[src/rtl/dram_ref_pkg.sv]
package dram_ref_pkg;
  typedef struct packed {
    logic ras_n;
    logic cas_n;
    logic we_n;
  } dram_cmd_t;

  localparam dram_cmd_t CMD_NOP = 3'b111;
  localparam dram_cmd_t CMD_REF = 3'b001;
endpackage

[src/rtl/ref_interval_timer.sv]
module ref_interval_timer #(
  parameter int INTERVAL = 780
) (
  input  logic clk_i,
  input  logic rst_ni,
  output logic tick_o
);
  generate
    if (INTERVAL < 2) begin : g_every
      assign tick_o = 1'b1;
    end else begin : g_count
      localparam int CNT_W = $clog2(INTERVAL);
      logic [CNT_W-1:0] cnt_q;

      assign tick_o = (cnt_q == CNT_W'(INTERVAL - 1));

      always_ff @(posedge clk_i or negedge rst_ni) begin
        if (!rst_ni)     cnt_q <= '0;
        else if (tick_o) cnt_q <= '0;
        else             cnt_q <= cnt_q + CNT_W'(1);
      end

      p_tick_spaced_r2: assert property (@(posedge clk_i) disable iff (!rst_ni)
        tick_o |=> !tick_o);
    end
  endgenerate
endmodule

[src/rtl/ref_credit_ctr.sv]
module ref_credit_ctr #(
  parameter int MAX_DEBT = 8,
  localparam int DEBT_W = $clog2(MAX_DEBT + 1)
) (
  input  logic              clk_i,
  input  logic              rst_ni,
  input  logic              tick_i,
  input  logic              take_i,
  output logic [DEBT_W-1:0] debt_o,
  output logic              full_o
);
  logic [DEBT_W-1:0] debt_q;

  assign debt_o = debt_q;
  assign full_o = (debt_q == DEBT_W'(MAX_DEBT));

  always_ff @(posedge clk_i or negedge rst_ni) begin
    if (!rst_ni) begin
      debt_q <= '0;
    end else begin
      unique case ({tick_i, take_i})
        2'b10:   if (!full_o) debt_q <= debt_q + DEBT_W'(1);
        2'b01:   debt_q <= debt_q - DEBT_W'(1);
        default: debt_q <= debt_q;
      endcase
    end
  end

  p_debt_cap_r3: assert property (@(posedge clk_i) disable iff (!rst_ni)
    debt_q <= DEBT_W'(MAX_DEBT));
  p_take_has_credit_r4: assert property (@(posedge clk_i) disable iff (!rst_ni)
    take_i |-> debt_q != '0);
  p_take_decr_r9: assert property (@(posedge clk_i) disable iff (!rst_ni)
    (take_i && !tick_i) |=> debt_q == $past(debt_q) - DEBT_W'(1));
  p_take_tick_hold_r9: assert property (@(posedge clk_i) disable iff (!rst_ni)
    (take_i && tick_i) |=> $stable(debt_q));
endmodule

[src/rtl/ref_busy_timer.sv]
module ref_busy_timer #(
  parameter int TRFC_W = 8
) (
  input  logic              clk_i,
  input  logic              rst_ni,
  input  logic              start_i,
  input  logic [TRFC_W-1:0] trfc_i,
  output logic              busy_o
);
  logic [TRFC_W-1:0] left_q;
  logic [TRFC_W-1:0] load;

  // a zero window still covers the command cycle
  assign load   = (trfc_i == '0) ? TRFC_W'(1) : trfc_i;
  assign busy_o = (left_q != '0);

  always_ff @(posedge clk_i or negedge rst_ni) begin
    if (!rst_ni)      left_q <= '0;
    else if (start_i) left_q <= load;
    else if (busy_o)  left_q <= left_q - TRFC_W'(1);
  end

  p_start_when_free_r6: assert property (@(posedge clk_i) disable iff (!rst_ni)
    start_i |-> !busy_o);
  p_start_sets_busy_r6: assert property (@(posedge clk_i) disable iff (!rst_ni)
    start_i |=> busy_o);
endmodule

[src/rtl/ref_row_mirror.sv]
module ref_row_mirror #(
  parameter int ROW_BITS = 13
) (
  input  logic                clk_i,
  input  logic                rst_ni,
  input  logic                step_i,
  output logic [ROW_BITS-1:0] row_o
);
  logic [ROW_BITS-1:0] row_q;

  assign row_o = row_q;

  always_ff @(posedge clk_i or negedge rst_ni) begin
    if (!rst_ni)     row_q <= '0;
    else if (step_i) row_q <= row_q + ROW_BITS'(1);
  end

  p_row_step_r8: assert property (@(posedge clk_i) disable iff (!rst_ni)
    step_i |=> row_q == $past(row_q) + ROW_BITS'(1));
  p_row_hold_r8: assert property (@(posedge clk_i) disable iff (!rst_ni)
    !step_i |=> $stable(row_q));
endmodule

[src/rtl/dram_refresh_sched.sv]
module dram_refresh_sched
  import dram_ref_pkg::*;
#(
  parameter int INTERVAL = 780,
  parameter int MAX_DEBT = 8,
  parameter int ROW_BITS = 13,
  parameter int TRFC_W   = 8,
  localparam int DEBT_W  = $clog2(MAX_DEBT + 1)
) (
  input  logic                clk_i,
  input  logic                rst_ni,
  input  logic                banks_idle_i,
  input  logic                access_pend_i,
  input  logic [TRFC_W-1:0]   trfc_i,
  output logic                ref_cmd_o,
  output logic [2:0]          cmd_o,
  output logic                busy_o,
  output logic                block_access_o,
  output logic                urgent_o,
  output logic [DEBT_W-1:0]   debt_o,
  output logic [ROW_BITS-1:0] row_o
);
  logic      tick;
  logic      issue;
  logic      busy;
  logic      full;
  logic      ref_q;
  dram_cmd_t cmd;

  ref_interval_timer #(.INTERVAL(INTERVAL)) u_timer (
    .clk_i (clk_i),
    .rst_ni(rst_ni),
    .tick_o(tick)
  );

  ref_credit_ctr #(.MAX_DEBT(MAX_DEBT)) u_credit (
    .clk_i (clk_i),
    .rst_ni(rst_ni),
    .tick_i(tick),
    .take_i(issue),
    .debt_o(debt_o),
    .full_o(full)
  );

  ref_busy_timer #(.TRFC_W(TRFC_W)) u_busy (
    .clk_i  (clk_i),
    .rst_ni (rst_ni),
    .start_i(issue),
    .trfc_i (trfc_i),
    .busy_o (busy)
  );

  ref_row_mirror #(.ROW_BITS(ROW_BITS)) u_row (
    .clk_i (clk_i),
    .rst_ni(rst_ni),
    .step_i(issue),
    .row_o (row_o)
  );

  // urgent credit overrides pending accesses, never open banks
  assign issue = (debt_o != '0) && !busy && banks_idle_i && (!access_pend_i || full);

  always_ff @(posedge clk_i or negedge rst_ni) begin
    if (!rst_ni) ref_q <= 1'b0;
    else         ref_q <= issue;
  end

  assign cmd            = ref_q ? CMD_REF : CMD_NOP;
  assign cmd_o          = cmd;
  assign ref_cmd_o      = ref_q;
  assign busy_o         = busy;
  assign urgent_o       = full;
  assign block_access_o = busy | full;

  p_cmd_needs_idle_r4: assert property (@(posedge clk_i) disable iff (!rst_ni)
    ref_cmd_o |-> $past(banks_idle_i));
  p_cmd_strobes_r5: assert property (@(posedge clk_i) disable iff (!rst_ni)
    ref_cmd_o |-> (cmd_o == 3'b001));
  p_nop_strobes_r5: assert property (@(posedge clk_i) disable iff (!rst_ni)
    !ref_cmd_o |-> (cmd_o == 3'b111));
  p_single_pulse_r6: assert property (@(posedge clk_i) disable iff (!rst_ni)
    ref_cmd_o |=> !ref_cmd_o);
  p_cmd_busy_r6: assert property (@(posedge clk_i) disable iff (!rst_ni)
    ref_cmd_o |-> busy_o);
  p_urgent_blocks_r7: assert property (@(posedge clk_i) disable iff (!rst_ni)
    urgent_o |-> block_access_o);
  p_urgent_served_r3: assert property (@(posedge clk_i) disable iff (!rst_ni)
    (urgent_o && banks_idle_i && !busy_o) |=> ref_cmd_o);
endmodule

[config.mk]
export PLATFORM = sky130hd
export DESIGN_NAME = dram_refresh_sched
export DESIGN_NICKNAME = d
export VERILOG_FILES = /design/src/rtl/dram_ref_pkg.sv /design/src/rtl/ref_interval_timer.sv /design/src/rtl/ref_credit_ctr.sv /design/src/rtl/ref_busy_timer.sv /design/src/rtl/ref_row_mirror.sv /design/src/rtl/dram_refresh_sched.sv
export SDC_FILE = /design/constraint.sdc
export NUM_CORES = 1
export LEC_CHECK = 0
export CORE_UTILIZATION = 35
export CTS_CLUSTER_SIZE = 28
export DETAILED_ROUTE_END_ITERATION = 8
export GPL_ROUTABILITY_DRIVEN = 0
export GPL_TIMING_DRIVEN = 0
export SYNTH_ARGS = -nofsm -noshare
export SYNTH_HDL_FRONTEND = slang
export SYNTH_SLANG_ARGS = --single-unit
[constraint.sdc]
create_clock -name clk_i -period 6.4 [get_ports clk_i]
set_input_delay 0.96 -clock clk_i [delete_from_list [all_inputs] [get_ports clk_i]]
set_output_delay 0.96 -clock clk_i [all_outputs]
set_load 0.03 [all_outputs]
==> results of run 1 <==
## per-layer routing
| metal | share of wire, % | routed length (um) | track usage (%) |
|---|---|---|---|
| met3 | 5.1 | 190 | 4.34 |
| met1 | 51 | 1890 | 20.9 |
| met2 | 43 | 1600 | 21.8 |
| met5 | 0 | 0 | 0 |
| met4 | 1.4 | 51 | 5.13 |
## cells by family after synthesis
| group | count (synthesis) |
|---|---|
| flops | 36 |
| xor+xnor | 27 |
| other cells | 1 |
| mux | 1 |
| compound gates | 16 |
| buf+inv | 11 |
| simple gates | 78 |
| fa+ha+maj | 5 |
## cells in the final DEF (no fill, tap or decap), types with 2 or more instances in the layout
cell type / synthesis / final
dfrtp_1: 36 / 36
clkdlybuf4s50_1: 0 / 33
nand2_1: 23 / 23
xnor2_1: 17 / 17
nand3_1: 13 / 13
xor2_1: 10 / 10
nor2_1: 10 / 10
inv_1: 6 / 6
nand4_1: 6 / 6
clkbuf_8: 0 / 6
and3_1: 5 / 5
ha_1: 5 / 5
o21ai_0: 4 / 4
nor3_1: 3 / 3
or4_1: 3 / 3
nor4_1: 3 / 3
buf_4: 3 / 3
a21oi_1: 3 / 3
nor3_4: 2 / 2
o31ai_1: 2 / 2
and4_1: 2 / 2
## final timing paths
path | from | endpoint
setup / recovery | u_busy.left_q[2] | busy_o
hold / removal | u_row.row_o[12] | u_row.row_o[12]
setup reg to reg | u_busy.left_q[2] | u_credit.debt_o[2]
hold reg to reg | u_row.row_o[12] | u_row.row_o[12]
max in group asynchronous | rst_ni | u_busy.left_q[6]
min in group asynchronous | rst_ni | u_credit.debt_o[1]
## per-stage QoR
| stage | setup WS [ps] | std cells | power [W] | area, um^2 | hold slack, ps |
|---|---|---|---|---|---|
| detailed placement | 3190 | 276 | 0.000245 | 2230 | 456 |
| CTS | 2870 | 284 | 0.000416 | 2330 | 479 |
| global route | 2790 | 284 | 0.000426 | 2330 | 504 |
| global placement | 3200 | 276 | 0.000246 | 2240 | 468 |
| floorplan | 3710 | 175 | 0.000233 | 1820 | 452 |
| finish | 2900 | 284 | 0.000409 | 2330 | 471 |
## power by group through the flow
stage	Sequential (W)	Combinational (W)	Clock, W
CTS	0.000227	0.0000137	0.000175
finish	0.000227	0.0000131	0.000169
detailed placement	0.000232	0.0000136	0
global route	0.000227	0.0000145	0.000184
floorplan	0.000232	0.00000157	0
global placement	0.000232	0.0000141	0
## state kept, by name, indices dropped and copies added, names as in the netlist
| signal | count |
|---|---|
| u_row.row_o | 13 |
| u_timer.g_count.cnt_q | 10 |
| u_busy.left_q | 8 |
| u_credit.debt_o | 4 |
| ref_cmd_o | 1 |
## final cells by class
class / instances / share of cell area [%]
Timing Repair Buffer: 34 / 14.4
Sequential cell: 36 / 38.7
Inverter: 8 / 1.40
Multi-Input combinational cell: 128 / 36.9
Clock buffer: 7 / 3.71
Buffer: 3 / 0.967
Clock inverter: 1 / 0.322
Tap cell: 67 / 3.60
==> impl_metrics.py, run 1 <==
metrics = {
    "timing": {
        "totalNegativeSetupSlack_ps": 0,
        "setup_viol": 0,
        "fin_crit_ps": 3500,
        "clock.fmax_mhz": 286,
        "worst_pin_slew_ps": 809,
        "final_hold_viol_count": 0,
        "fin_crit_sh_pct": 54.6,
        "skew_ps": 9.27,
        "slew_viol_final": 0,
        "relSlewSlack_pct": 46.0,
        "rsz0062_at_grt": "false",
    },
    "critical_path": {
        "worstPathCellList": "or4_4 > nor3_4 > inv_4 > clkdlybuf4s50_1",
        "crit_family": "simple AND/OR/NAND/NOR gates",
        "critPathLaunchType": "flop",
        "rrSetupSlack_ps": 3510,
        "crit_type": "flop to output port",
        "cp.depth": 4,
        "critPathMaxStageDelay_ps": 620,
        "end_kind": "output port",
        "worstPathRequired_ps": 5440,
        "crit_buf_inv": 2,
        "cp_slowest_cell": "clkdlybuf4s50_1",
        "reg2reg_depth": 8,
        "crit_arrival_ps": 2540,
        "path_max_fanout": 9,
    },
    "die": {
        "core_area_um2": 4850,
        "die_x_um": 74.0,
        "initial_core_util_pct": 37.4,
        "die_area_um2": 5480,
        "io_pins": 36,
        "rows": 25,
        "die_height_um": 74.0,
    },
    "power": {
        "intPower_w": 0.000321,
        "p_sw_w": 0.0000881,
        "combPwrFrac_pct": 3.2,
        "peakVddDrop_uv": 126,
        "seqPwrFrac_pct": 55.6,
        "p_leak_nw": 1.03,
        "p_sw_share_pct": 21.5,
        "p_per_area_nw_per_um2": 176,
        "clockPowerShare_pct": 41.2,
    },
    "detailed_routing": {
        "num_vias": 1387,
        "drtIter0Drc": 64,
        "first_pass_iters": 4,
        "route.detailed.drc": 0,
        "detail-route-antenna-nets": 0,
        "post_drt_wl_per_cell_um": 13.1,
        "wirelength_um": 3730,
        "vias_per_cell": 4.88,
    },
    "final_layout": {
        "multi_input_area_um2": 860,
        "diodes": 0,
        "nFillCells": 462,
        "regArea_um2": 901,
        "layout-drive-gt1-share_pct": 9.22,
        "syn2layout_area_growth_pct": 28.3,
        "final_util_pct": 48.0,
        "fin_nets": 233,
    },
    "synth": {
        "synth_area_leaders": "dfrtp_1 50%, xnor2_1 8.2%, xor2_1 4.8%",
        "yosysSeqAreaShare_pct": 49.6,
        "synthFlopType": "dfrtp_1",
        "synth_top_family_by_area": "simple AND/OR/NAND/NOR gates",
        "avgSynthCellArea_um2": 10.4,
        "synth_cells": 175,
        "synthMuxAreaShare_pct": 0.827,
        "synth_top_cell_area_share_pct": 49.6,
        "yosys.area_share.simple_pct": 23.8,
        "synth_compound_area_share_pct": 6.06,
        "ys_seq_elements": 36,
        "syn_area_um2": 1820,
        "synth-edff-count": 0,
        "yosys_warnings": 0,
        "yosysTopAreaCell": "dfrtp_1",
        "post-synth-top-count-cell": "dfrtp_1",
        "yosys.cell_types.count": 38,
        "ys_top_cells_by_count": "36 x dfrtp_1, 23 x nand2_1, 17 x xnor2_1",
        "synth_xor_area_share_pct": 13.0,
        "synth_fa_ha_area_share_pct": 3.45,
        "synth_nets": 192,
        "synthArstFlopShare_pct": 100,
    },
    "clock_network": {
        "cts_resized": 0,
        "cts_buffer_depth": 2,
        "cts_tree": "built",
        "clk_pin_slew_ps": 70,
        "ctsHoldBuffers": 0,
        "postCtsSetupRepairBufs": 0,
        "ctsHtreeMaxLevel": 2,
        "insertion_delay_ps": 290,
        "cts_made_buffers": 5,
        "cts_sinks": 36,
        "cts_root_buf": "clkbuf_8",
    },
    "global_route": {
        "grt_max_degree": 37,
        "grt_overflow": 0,
        "grt_pass1_vias": 1299,
        "grt_use_total_pct": 14.8,
        "grt_first_pass_wirelength_um": 6150,
        "antenna_found_initial": 0,
    },
    "status": {
        "status": "complete, no violations",
    },
    "place": {
        "port_buffers": 34,
        "dp_hpwl_um": 2610,
    },
    "hold_path": {
        "hold_depth": 1,
        "hp-class": "flop to flop",
    },
    "job": {
        "drv_cap": 0,
    },
}
(Power assumes the default switching activity.)
==> run 2, diff against run 1 <==
Clock period 6.4 ns to 3.3 ns, I/O delays scaled along.
==> results of run 2 <==
Same layout as run 1 (identical final DEF). Status: complete, no violations.
Among the figures that moved: setup slack after placement 3190 ps -> 415 ps; clock-pin slew on the worst setup and hold paths 70 ps -> 80 ps; setup slack after layout 2900 ps -> 269 ps; hold slack 471 ps -> 298 ps; register-to-register setup slack 3510 ps -> 410 ps; total power 0.000409 W -> 0.000793 W; worst IR drop on VDD 126 uV -> 244 uV
==> run 3, diff against run 2 <==
Settings changed: CTS_CLUSTER_DIAMETER set to 150.
==> results of run 3 <==
Same layout as run 1 (identical final DEF). Status: complete, no violations.
Among the figures that moved: setup slack after placement 3190 ps -> 415 ps; clock-pin slew on the worst setup and hold paths 70 ps -> 80 ps; setup slack after layout 2900 ps -> 269 ps; hold slack 471 ps -> 298 ps; register-to-register setup slack 3510 ps -> 410 ps; total power 0.000409 W -> 0.000793 W; worst IR drop on VDD 126 uV -> 244 uV
